[config.mk]
export PLATFORM = sky130hd
export DESIGN_NAME = mmt_channel
export DESIGN_NICKNAME = d
export VERILOG_FILES = /design/src/rtl/mmt_pkg.sv /design/src/rtl/mmt_regs.sv /design/src/rtl/mmt_src.sv /design/src/rtl/mmt_core.sv /design/src/rtl/mmt_channel.sv
export SDC_FILE = /design/constraint.sdc
export NUM_CORES = 1
export LEC_CHECK = 0
export BUFFER_PORTS_ARGS = -buffer_cell sky130_fd_sc_hd__buf_2
export CORE_ASPECT_RATIO = 0.6
export CORE_MARGIN = 10
export CORE_UTILIZATION = 35
export CTS_BUF_LIST = sky130_fd_sc_hd__clkbuf_8
export DETAILED_ROUTE_END_ITERATION = 10
export SETUP_SLACK_MARGIN = 0.5
export SYNTH_ARGS = -nofsm -noshare
export SYNTH_HDL_FRONTEND = slang
export SYNTH_SLANG_ARGS = --single-unit
[constraint.sdc]
create_clock -name clk -period 3.6 [get_ports clk]
set_input_delay 0.18 -clock clk [delete_from_list [all_inputs] [get_ports clk]]
set_output_delay 0.18 -clock clk [all_outputs]
set_load 0.005 [all_outputs]
[src/rtl/mmt_pkg.sv]
package mmt_pkg;
  typedef enum logic [1:0] {
    MD_PERIODIC = 2'b00,
    MD_EVENT    = 2'b01,
    MD_ONESHOT  = 2'b10,
    MD_PWM      = 2'b11
  } tmr_mode_e;

  localparam int NSRC = 4;
  localparam int SELW = $clog2(NSRC);

  localparam logic [1:0] A_LO   = 2'd0;
  localparam logic [1:0] A_HI   = 2'd1;
  localparam logic [1:0] A_CTRL = 2'd2;

  typedef struct packed {
    logic [SELW-1:0] csel;
    logic            evsrc;
    logic            pol;
    tmr_mode_e       mode;
  } ctrl_t;
endpackage

[src/rtl/mmt_regs.sv]
module mmt_regs
  import mmt_pkg::*;
#(
  parameter int CW = 16
) (
  input  logic            clk,
  input  logic            rst_n,
  input  logic            wr_en,
  input  logic [1:0]      addr,
  input  logic [CW/2-1:0] wdata,
  input  logic [CW-1:0]   cnt,
  output ctrl_t           ctrl,
  output logic [CW-1:0]   reload,
  output logic            ld_lo,
  output logic            ld_hi,
  output logic [CW/2-1:0] rdata
);
  localparam int DW = CW / 2;

  assign ld_lo = wr_en && (addr == A_LO);
  assign ld_hi = wr_en && (addr == A_HI);

  always_ff @(posedge clk or negedge rst_n) begin
    if (!rst_n) begin
      reload <= '0;
      ctrl   <= '0;
    end else begin
      if (ld_lo) reload[DW-1:0]  <= wdata;
      if (ld_hi) reload[CW-1:DW] <= wdata;
      if (wr_en && addr == A_CTRL) begin
        ctrl.mode  <= tmr_mode_e'(wdata[1:0]);
        ctrl.pol   <= wdata[2];
        ctrl.evsrc <= wdata[3];
        ctrl.csel  <= wdata[DW-1 -: SELW];
      end
    end
  end

  always_comb begin
    case (addr)
      A_LO:    rdata = cnt[DW-1:0];
      A_HI:    rdata = cnt[CW-1:DW];
      A_CTRL:  rdata = {ctrl.csel, {(DW-SELW-4){1'b0}}, ctrl.evsrc, ctrl.pol, ctrl.mode};
      default: rdata = '0;
    endcase
  end

  // a control write shows up on the read port one edge later
  p_ctrl_readback_r1: assert property (@(posedge clk) disable iff (!rst_n)
    (wr_en && addr == A_CTRL) |=> (ctrl.mode == tmr_mode_e'($past(wdata[1:0]))));
endmodule

[src/rtl/mmt_src.sv]
module mmt_src
  import mmt_pkg::*;
(
  input  logic            clk,
  input  logic            rst_n,
  input  logic [NSRC-1:0] tick_en,
  input  ctrl_t           ctrl,
  input  logic            ext_in,
  input  logic            nbr_ovf,
  output logic            step
);
  logic ext_q;
  logic edge_r, edge_f, ev_tick, clk_tick;

  always_ff @(posedge clk or negedge rst_n) begin
    if (!rst_n) ext_q <= 1'b0;
    else        ext_q <= ext_in;
  end

  assign edge_r   = ext_in & ~ext_q;
  assign edge_f   = ~ext_in & ext_q;
  assign ev_tick  = ctrl.evsrc ? nbr_ovf : (ctrl.pol ? edge_f : edge_r);
  assign clk_tick = tick_en[ctrl.csel];
  assign step     = (ctrl.mode == MD_EVENT) ? ev_tick : clk_tick;

  // with the pin as source, a step in event mode needs a pin change
  p_pin_edge_r6: assert property (@(posedge clk) disable iff (!rst_n)
    (ctrl.mode == MD_EVENT && !ctrl.evsrc && step) |-> (ext_in != ext_q));
endmodule

[src/rtl/mmt_core.sv]
module mmt_core
  import mmt_pkg::*;
#(
  parameter int CW = 16
) (
  input  logic            clk,
  input  logic            rst_n,
  input  logic            start,
  input  logic            step,
  input  logic            up_dn,
  input  logic            trig,
  input  tmr_mode_e       mode,
  input  logic [CW-1:0]   reload,
  input  logic            ld_lo,
  input  logic            ld_hi,
  input  logic [CW/2-1:0] wdata,
  output logic [CW-1:0]   cnt,
  output logic            tout,
  output logic            ovf
);
  localparam int          DW   = CW / 2;
  localparam logic [CW-1:0] ALL1 = '1;
  localparam logic [CW-1:0] ONE  = CW'(1);

  logic          busy;
  logic [CW-1:0] wid;
  logic [CW-1:0] cnt_dec;

  assign cnt_dec = cnt - ONE;

  always_ff @(posedge clk or negedge rst_n) begin
    if (!rst_n) begin
      cnt  <= '0;
      tout <= 1'b0;
      ovf  <= 1'b0;
      busy <= 1'b0;
      wid  <= '0;
    end else begin
      ovf <= 1'b0;
      if (mode != MD_ONESHOT) busy <= 1'b0;
      if (!start) begin
        if (ld_lo) cnt[DW-1:0]  <= wdata;
        if (ld_hi) cnt[CW-1:DW] <= wdata;
      end else begin
        case (mode)
          MD_PERIODIC: if (step) begin
            if (cnt == '0) begin
              cnt  <= reload;
              ovf  <= 1'b1;
              tout <= ~tout;
            end else cnt <= cnt_dec;
          end
          MD_EVENT: if (step) begin
            if (up_dn ? (cnt == ALL1) : (cnt == '0)) begin
              cnt  <= reload;
              ovf  <= 1'b1;
              tout <= ~tout;
            end else cnt <= up_dn ? cnt + ONE : cnt_dec;
          end
          MD_ONESHOT: begin
            if (trig && !busy) begin
              cnt  <= reload;
              tout <= 1'b1;
              busy <= 1'b1;
            end else if (busy && step) begin
              if (cnt <= ONE) begin
                cnt  <= '0;
                tout <= 1'b0;
                ovf  <= 1'b1;
                busy <= 1'b0;
              end else cnt <= cnt_dec;
            end
          end
          default: if (step) begin
            if (cnt == '0) begin
              cnt  <= ALL1;
              wid  <= reload;
              tout <= (reload != '0);
              ovf  <= 1'b1;
            end else begin
              cnt  <= cnt_dec;
              tout <= (~cnt_dec) < wid;
            end
          end
        endcase
      end
    end
  end

  p_hold_stopped_r2: assert property (@(posedge clk) disable iff (!rst_n)
    (!start && !ld_lo && !ld_hi) |=> $stable(cnt));

  p_periodic_dec_r4: assert property (@(posedge clk) disable iff (!rst_n)
    (start && step && mode == MD_PERIODIC && cnt != '0) |=> (cnt == $past(cnt) - ONE) && !ovf);

  p_event_wrap_r7: assert property (@(posedge clk) disable iff (!rst_n)
    (start && step && mode == MD_EVENT && up_dn && cnt == ALL1) |=> ovf && (cnt == $past(reload)));

  p_oneshot_end_r8: assert property (@(posedge clk) disable iff (!rst_n)
    (ovf && $past(mode) == MD_ONESHOT) |-> !tout && (cnt == '0));
endmodule

[src/rtl/mmt_channel.sv]
module mmt_channel
  import mmt_pkg::*;
(
  input  logic       clk,
  input  logic       rst_n,
  input  logic       reg_wr,
  input  logic [1:0] reg_addr,
  input  logic [7:0] reg_wdata,
  output logic [7:0] reg_rdata,
  input  logic       cnt_start,
  input  logic       count_up,
  input  logic [3:0] tick_en,
  input  logic       ext_in,
  input  logic       nbr_ovf,
  input  logic       os_trig,
  output logic       tmr_out,
  output logic       ovf_pulse
);
  localparam int CW = 16;

  ctrl_t         ctrl;
  logic [CW-1:0] reload, cnt;
  logic          ld_lo, ld_hi, step;

  mmt_regs #(.CW(CW)) u_regs (
    .clk(clk), .rst_n(rst_n), .wr_en(reg_wr), .addr(reg_addr), .wdata(reg_wdata),
    .cnt(cnt), .ctrl(ctrl), .reload(reload), .ld_lo(ld_lo), .ld_hi(ld_hi),
    .rdata(reg_rdata)
  );

  mmt_src u_src (
    .clk(clk), .rst_n(rst_n), .tick_en(tick_en), .ctrl(ctrl),
    .ext_in(ext_in), .nbr_ovf(nbr_ovf), .step(step)
  );

  mmt_core #(.CW(CW)) u_core (
    .clk(clk), .rst_n(rst_n), .start(cnt_start), .step(step), .up_dn(count_up),
    .trig(os_trig), .mode(ctrl.mode), .reload(reload), .ld_lo(ld_lo), .ld_hi(ld_hi),
    .wdata(reg_wdata), .cnt(cnt), .tout(tmr_out), .ovf(ovf_pulse)
  );
endmodule

==> qor.yml, run 1 <==
outcome: "finished clean"
drcViolationCount: 0
fillers: 1299
ctsLongestPathBuffers: 2
drive_gt1_share_pct: 26.8
std_cell_rows: 32
synth-compound-area-share_pct: 22.1
cp_data_required_time_ns: 3.82
synthAdderAreaFrac_pct: 4.41
yosys_warnings: 0
yosysTopAreaCell: "dfrtp_1"
io_pins: 32
core-area_um2: 12800
diodes: 0
synthFlopType: "dfrtp_1"
hold_viol_final: 0
slew_violations: 0
slew_headroom_pct: 4.11
yosys-top-cells-count: "dfrtp_1 (58), nand2_1 (48), a21oi_1 (31), nor2_1 (31), o21ai_1 (26)"
clock_skew_ns: 0.0173
synth_seq_area_share_pct: 32.0
p_leak_nw: 2.30
drt_iter0_drc: 575
grt_pass1_wl_um: 27700
place_area_um2: 4980
insertion_delay_ns: 0.37
path_max_fanout: 11
power_density_nw_per_um2: 660
drt-total-wl_um: 18800
ant_nets: 0
dp_hpwl_um: 14100
synth_most_common_cell: "dfrtp_1"
grt_pass1_vias: 4306
synth_xor_area_share_pct: 5.21
synth.distinct_cells: 71
grt.total_usage_pct: 20.0
final.setup.tns_ns: 0
min_period_ns: 3.11
pre_cts_ws_ns: 0.144
num_vias: 4686
htreeDepth: 3
fin_crit_sh_pct: 86.3
initial_utilization_pct: 35.5
synth.area.top_cells: "dfrtp_1 (32%), mux2_2 (5.2%), ha_1 (4.4%)"
nets: 626
synth-async-reset-ratio_pct: 100
rsz0062_at_grt: "false"
synth_top_family_by_area: "compound AO/OA/AOI/OAI gates"
cts_sinks: 58
vdd.ir_drop.worst_mv: 0.234
area_growth_pct: 20.2
dieArea_um2: 18100
finalSetupViolCount: 0
port_buffers: 31
routabilityCongestion: 0.990
drtPass1Iterations: 5
ys_ff_latch: 58
endpoint_kind: "flip-flop"
cp-start-kind: "flip-flop"
wl_per_cell_um: 24.6
syn_nets: 571
gr-total-overflow: 0
cts_root_buffer: "clkbuf_8"
setup_ws_ns: 0.492
fin_hold_ws_ns: 0.124
max_freq_mhz: 322
critPathKind: "reg -> reg"
finalInstanceArea_um2: 5450
cts_tree: "built"
syn_area_per_cell_um2: 8.51
grt_max_degree: 36
synth_edf_count: 0
synthMuxAreaShare_pct: 9.52
hold_class: "in -> reg"
synth.top_cell.area_share_pct: 32.0
worst_slew_pin_slew_ns: 1.43
max_cap_viol_count: 0
synthSimpleGateAreaFrac_pct: 20.7
synth_cells: 533
die_h_um: 108
die_w_um: 167
netlist_area_um2: 4540
cts.clk_slew.worst_paths_ns: 0.09
via_per_inst: 6.14
worstPathArrival_ns: 3.33
cts_buffers: 9
antenna_found_initial: 0
flip-flops by register name, indices dropped and copies added, names as in the netlist:
signal,count
u_core.cnt,16
u_core.busy,1
u_src.ext_q,1
u_core.wid,16
u_core.tout,1
u_core.ovf,1
u_regs.ctrl,6
u_regs.reload,16
critical path, cell delays in order, from the launching register on:
cell     delay [ns]
dfrtp_1        0.52
or4_4          0.54
or4_4          0.54
o21ai_4        0.39
buf_4          0.23
o21ai_1        0.07
o21ai_1        0.48
a31oi_1        0.19
worst paths after layout:
path	cells past startpoint	from	to	slack, ns
setup / recovery	7	u_core.cnt[14]$_DFFE_PN0P_	u_core.cnt[9]$_DFFE_PN0P_	0.49
hold / removal	2	reg_wdata[5]	u_regs.reload[5]$_DFFE_PN0P_	0.12
setup reg to reg	7	u_core.cnt[14]$_DFFE_PN0P_	u_core.cnt[9]$_DFFE_PN0P_	0.49
hold reg to reg	1	u_core.wid[0]$_DFFE_PN0P_	u_core.wid[0]$_DFFE_PN0P_	0.48
max in group asynchronous	3	rst_n	u_core.cnt[5]$_DFFE_PN0P_	2.27
min in group asynchronous	2	rst_n	u_core.cnt[9]$_DFFE_PN0P_	0.44
cell type report:
type | count | area, µm² | area share [%]
Clock buffer | 9 | 124 | 2.27
Clock inverter | 7 | 62.6 | 1.15
Inverter | 26 | 97.6 | 1.79
Multi-Input combinational cell | 412 | 2960 | 54.3
Sequential cell | 58 | 1460 | 26.7
Tap cell | 170 | 213 | 3.90
Timing Repair Buffer | 81 | 536 | 9.82
cell usage in the layout (no fill, tap or decap), types with 15 or more instances in the layout:
cell type / instances
dfrtp_1: 53
nand2_1: 48
buf_4: 48
nor2_1: 31
a21oi_1: 31
buf_2: 31
o21ai_1: 26
inv_1: 25
o21ai_0: 25
mux2_2: 21
xnor2_1: 16
mux2i_1: 15
report_power, final:
part	switching, mW	total [mW]	internal [mW]
combinational	1.14	1.94	0.794
clock	0.304	0.616	0.312
sequential	0.244	1.04	0.800
total	1.69	3.60	1.91
cell families after synthesis:
family | count (synthesis)
buffers and inverters | 63
multiplexers | 39
XOR/XNOR | 27
flip-flops | 58
AND/OR/NAND/NOR | 176
AO/OA/AOI/OAI | 154
adder cells (fa/ha/maj) | 16
per-layer routing:
layer  wire [µm]  part of all wire (%)  track usage, %  vias up
met2        7090                    38            25.2      333
met3        2790                    15            8.62       27
met5           0                     0               0        -
met1        8620                    46            29.7     2264
met4         261                   1.4            4.62        0
li1            -                     -               -     2062
stage by stage:
step           utilization [%]  power, mW  std cells
3_5_place_dp              39.0       2.68        729
6_report                  42.7       3.60        763
5_1_grt                   42.7       3.77        763
2_1_floorplan                -       2.07        533
4_1_cts                   40.9       3.35        748
3_3_place_gp              39.0       2.68        729
timing repair:
| action | 4_1_cts | 5_1_grt |
|---|---|---|
| endpoints found under the hold margin | 35 | 0 |
| pin swaps | 0 | 17 |
| setup buffers | 1 | 15 |
| hold buffers | 2 | 0 |
| gates cloned | 0 | 0 |
| setup endpoints to repair | 1 | 3 |
| gates resized for setup | 10 | 20 |
No activity file was read; power rests on OpenSTA's default activity.
==> run 2: changes to the inputs <==
Settings changed: RECOVER_POWER from default to 100.
==> qor.yml, run 2 (synthesis results as in run 1) <==
p_leak_nw: 2.25  # was 2.30 nW
crit_slowest_cell: "nor4_2"  # was or4_4
vdd.ir_drop.worst_mv: 0.233  # was 0.234 mV
largestRegisters: "u_core.cnt: 16 flops, u_core.wid: 16 flops, u_regs.reload: 16 flops"  # unchanged
antenna_found_initial: 0  # unchanged
drtPass1Iterations: 5  # unchanged
hold_viol_final: 0  # unchanged
die_h_um: 108  # unchanged
fillers: 1310  # was 1299
crit_path_frequent_cell: "clkbuf_1"
slowest_delay_ns: 0.50  # was 0.54 ns
power_density_nw_per_um2: 659  # was 660 nW/µm²
cts.clk_slew.worst_paths_ns: 0.07  # was 0.09 ns
dp_hpwl_um: 14100  # unchanged
grt_max_degree: 36  # unchanged
grt.total_usage_pct: 20.0  # unchanged
area_growth_pct: 18.9  # was 20.2%
finalSetupViolCount: 0  # unchanged
nets: 626  # unchanged
slew_violations: 36  # was 0
min_period_ns: 3.22  # was 3.11 ns
diodes: 0  # unchanged
htreeDepth: 3  # unchanged
total_power_mw: 3.56  # was 3.60 mW
hold_class: "in -> reg"  # unchanged
routabilityCongestion: 0.990  # unchanged
fin_crit_sh_pct: 89.3  # was 86.3%
grt_pass1_wl_um: 27700  # unchanged
final.setup.tns_ns: 0  # unchanged
cts_tree: "built"  # unchanged
drive_gt1_share_pct: 23.6  # was 26.8%
via_per_inst: 6.11  # was 6.14
max_freq_mhz: 311  # was 322 MHz
clock_skew_ns: 0.0211  # was 0.0173 ns
die_w_um: 167  # unchanged
violations: "capacitance limit, slew limit"
num_vias: 4664  # was 4686
path_max_fanout: 9  # was 11
outcome: "finished, violations left"  # was finished clean
rsz0062_at_grt: "false"  # unchanged
crit_chain: "clkbuf_1 > nand2_1 > nor4_2 > nand4_1 > clkbuf_1 > nand3_1 > a21boi_1 > mux2i_1 > a31oi_1"  # was or4_4 > or4_4 > o21ai_4 > buf_4 > o21ai_1 > o21ai_1 > a31oi_1
endpoint_kind: "flip-flop"  # unchanged
dieArea_um2: 18100  # unchanged
cts_sinks: 58  # unchanged
drt-total-wl_um: 18600  # was 18800 µm
grt_pass1_vias: 4306  # unchanged
gr-total-overflow: 0  # unchanged
slew_headroom_pct: -34.4  # was 4.11%
mostFrequentLayoutCell: "dfrtp_1"  # unchanged
io_pins: 32  # unchanged
ant_nets: 0  # unchanged
cp_data_required_time_ns: 3.82  # about the same
std_cell_rows: 32  # unchanged
core-area_um2: 12800  # unchanged
worst_slew_pin_slew_ns: 2.02  # was 1.43 ns
critPathKind: "reg -> reg"  # unchanged
cts_root_buffer: "clkbuf_8"  # unchanged
initial_utilization_pct: 35.5  # unchanged
cp-start-kind: "flip-flop"  # unchanged
worstPathArrival_ns: 3.44  # was 3.33 ns
max_cap_viol_count: 1  # was 0
insertion_delay_ns: 0.37  # about the same
port_buffers: 31  # unchanged
final_cell_mix: "dfrtp_1 (53), nand2_1 (48), o21ai_0 (40)"  # was dfrtp_1 (53), nand2_1 (48), buf_4 (48)
ctsLongestPathBuffers: 2  # unchanged
drt_iter0_drc: 597  # was 575
wl_per_cell_um: 24.3  # was 24.6 µm
cts_buffers: 9  # unchanged
drcViolationCount: 0  # unchanged
==> run 2: cell count changes in the layout (fill, tap and decap cells not counted), sizes merged <==
cell	previous run	this run
buf	79	62
clkbuf	9	26
==> run 2: per-layer routing <==
| layer | vias up | track usage [%] | part of all wire [%] |
|---|---|---|---|
| met2 | 317 | 25.2 | 37 |
| met3 | 34 | 8.62 | 14 |
| met1 | 2242 | 29.7 | 47 |
| met5 | - | 0 | 0 |
| met4 | 0 | 4.62 | 1.7 |
| li1 | 2071 | - | - |
==> run 2: final timing paths <==
path | from | to | slack, ns | cells after the start
worst max-delay path | u_core.cnt[6]$_DFFE_PN0P_ | u_core.tout$_DFFE_PN0P_ | 0.38 | 9
worst min-delay path | reg_wdata[5] | u_regs.reload[5]$_DFFE_PN0P_ | 0.12 | 2
worst max register to register | u_core.cnt[6]$_DFFE_PN0P_ | u_core.tout$_DFFE_PN0P_ | 0.38 | 9
worst min register to register | u_core.wid[0]$_DFFE_PN0P_ | u_core.wid[0]$_DFFE_PN0P_ | 0.48 | 1
max in group asynchronous | rst_n | u_core.cnt[5]$_DFFE_PN0P_ | 1.08 | 3
min in group asynchronous | rst_n | u_core.cnt[9]$_DFFE_PN0P_ | 0.91 | 2
==> run 2: worst max-delay path: cells and delay by family, from the launching register on <==
family / cells / cell delay (ns)
buffers and inverters: 2 / 0.76
multiplexers: 1 / 0.34
AND/OR/NAND/NOR: 4 / 1.11
flip-flops: 1 / 0.39
AO/OA/AOI/OAI: 2 / 0.48
==> run 2: metrics by stage <==
| stage | cells | area (µm²) | setup WS, ns | util (%) | hold slack (ns) |
|---|---|---|---|---|---|
| 2_1_floorplan | 533 | 4540 | 0.518 | - | -0.116 |
| 3_3_place_gp | 729 | 4980 | 0.319 | 39.0 | 0.318 |
| 3_5_place_dp | 729 | 4980 | 0.144 | 39.0 | 0.328 |
| 4_1_cts | 748 | 5230 | 0.509 | 40.9 | 0.119 |
| 5_1_grt | 763 | 5390 | 0.322 | 42.2 | 0.121 |
| 6_report | 763 | 5390 | 0.384 | 42.2 | 0.117 |
==> run 2: where the power goes <==
part	total, mW	internal, mW	leakage [nW]	switching, mW
Clock	0.618	0.312	0.0976	0.306
Sequential	1.04	0.800	0.644	0.242
Combinational	1.89	0.759	1.51	1.14
Total	3.56	1.87	2.25	1.68
==> run 2: repair_timing <==
action                                  4_1_cts  5_1_grt
gates resized for setup                      10       20
hold buffers                                  2        0
endpoints found under the hold margin        35        0
pin swaps                                     0       17
endpoints found under the setup margin        1        3
setup buffers                                 1       15
==> run 2: cell type report <==
cell class | instances | area, µm² | area share (%)
inverter | 26 | 97.6 | 1.81
sequential | 58 | 1460 | 27.0
timing repair buffer | 81 | 488 | 9.05
clock inverter | 7 | 62.6 | 1.16
multi-input combinational | 412 | 2950 | 54.7
tap | 170 | 213 | 3.94
clock buffer | 9 | 124 | 2.30
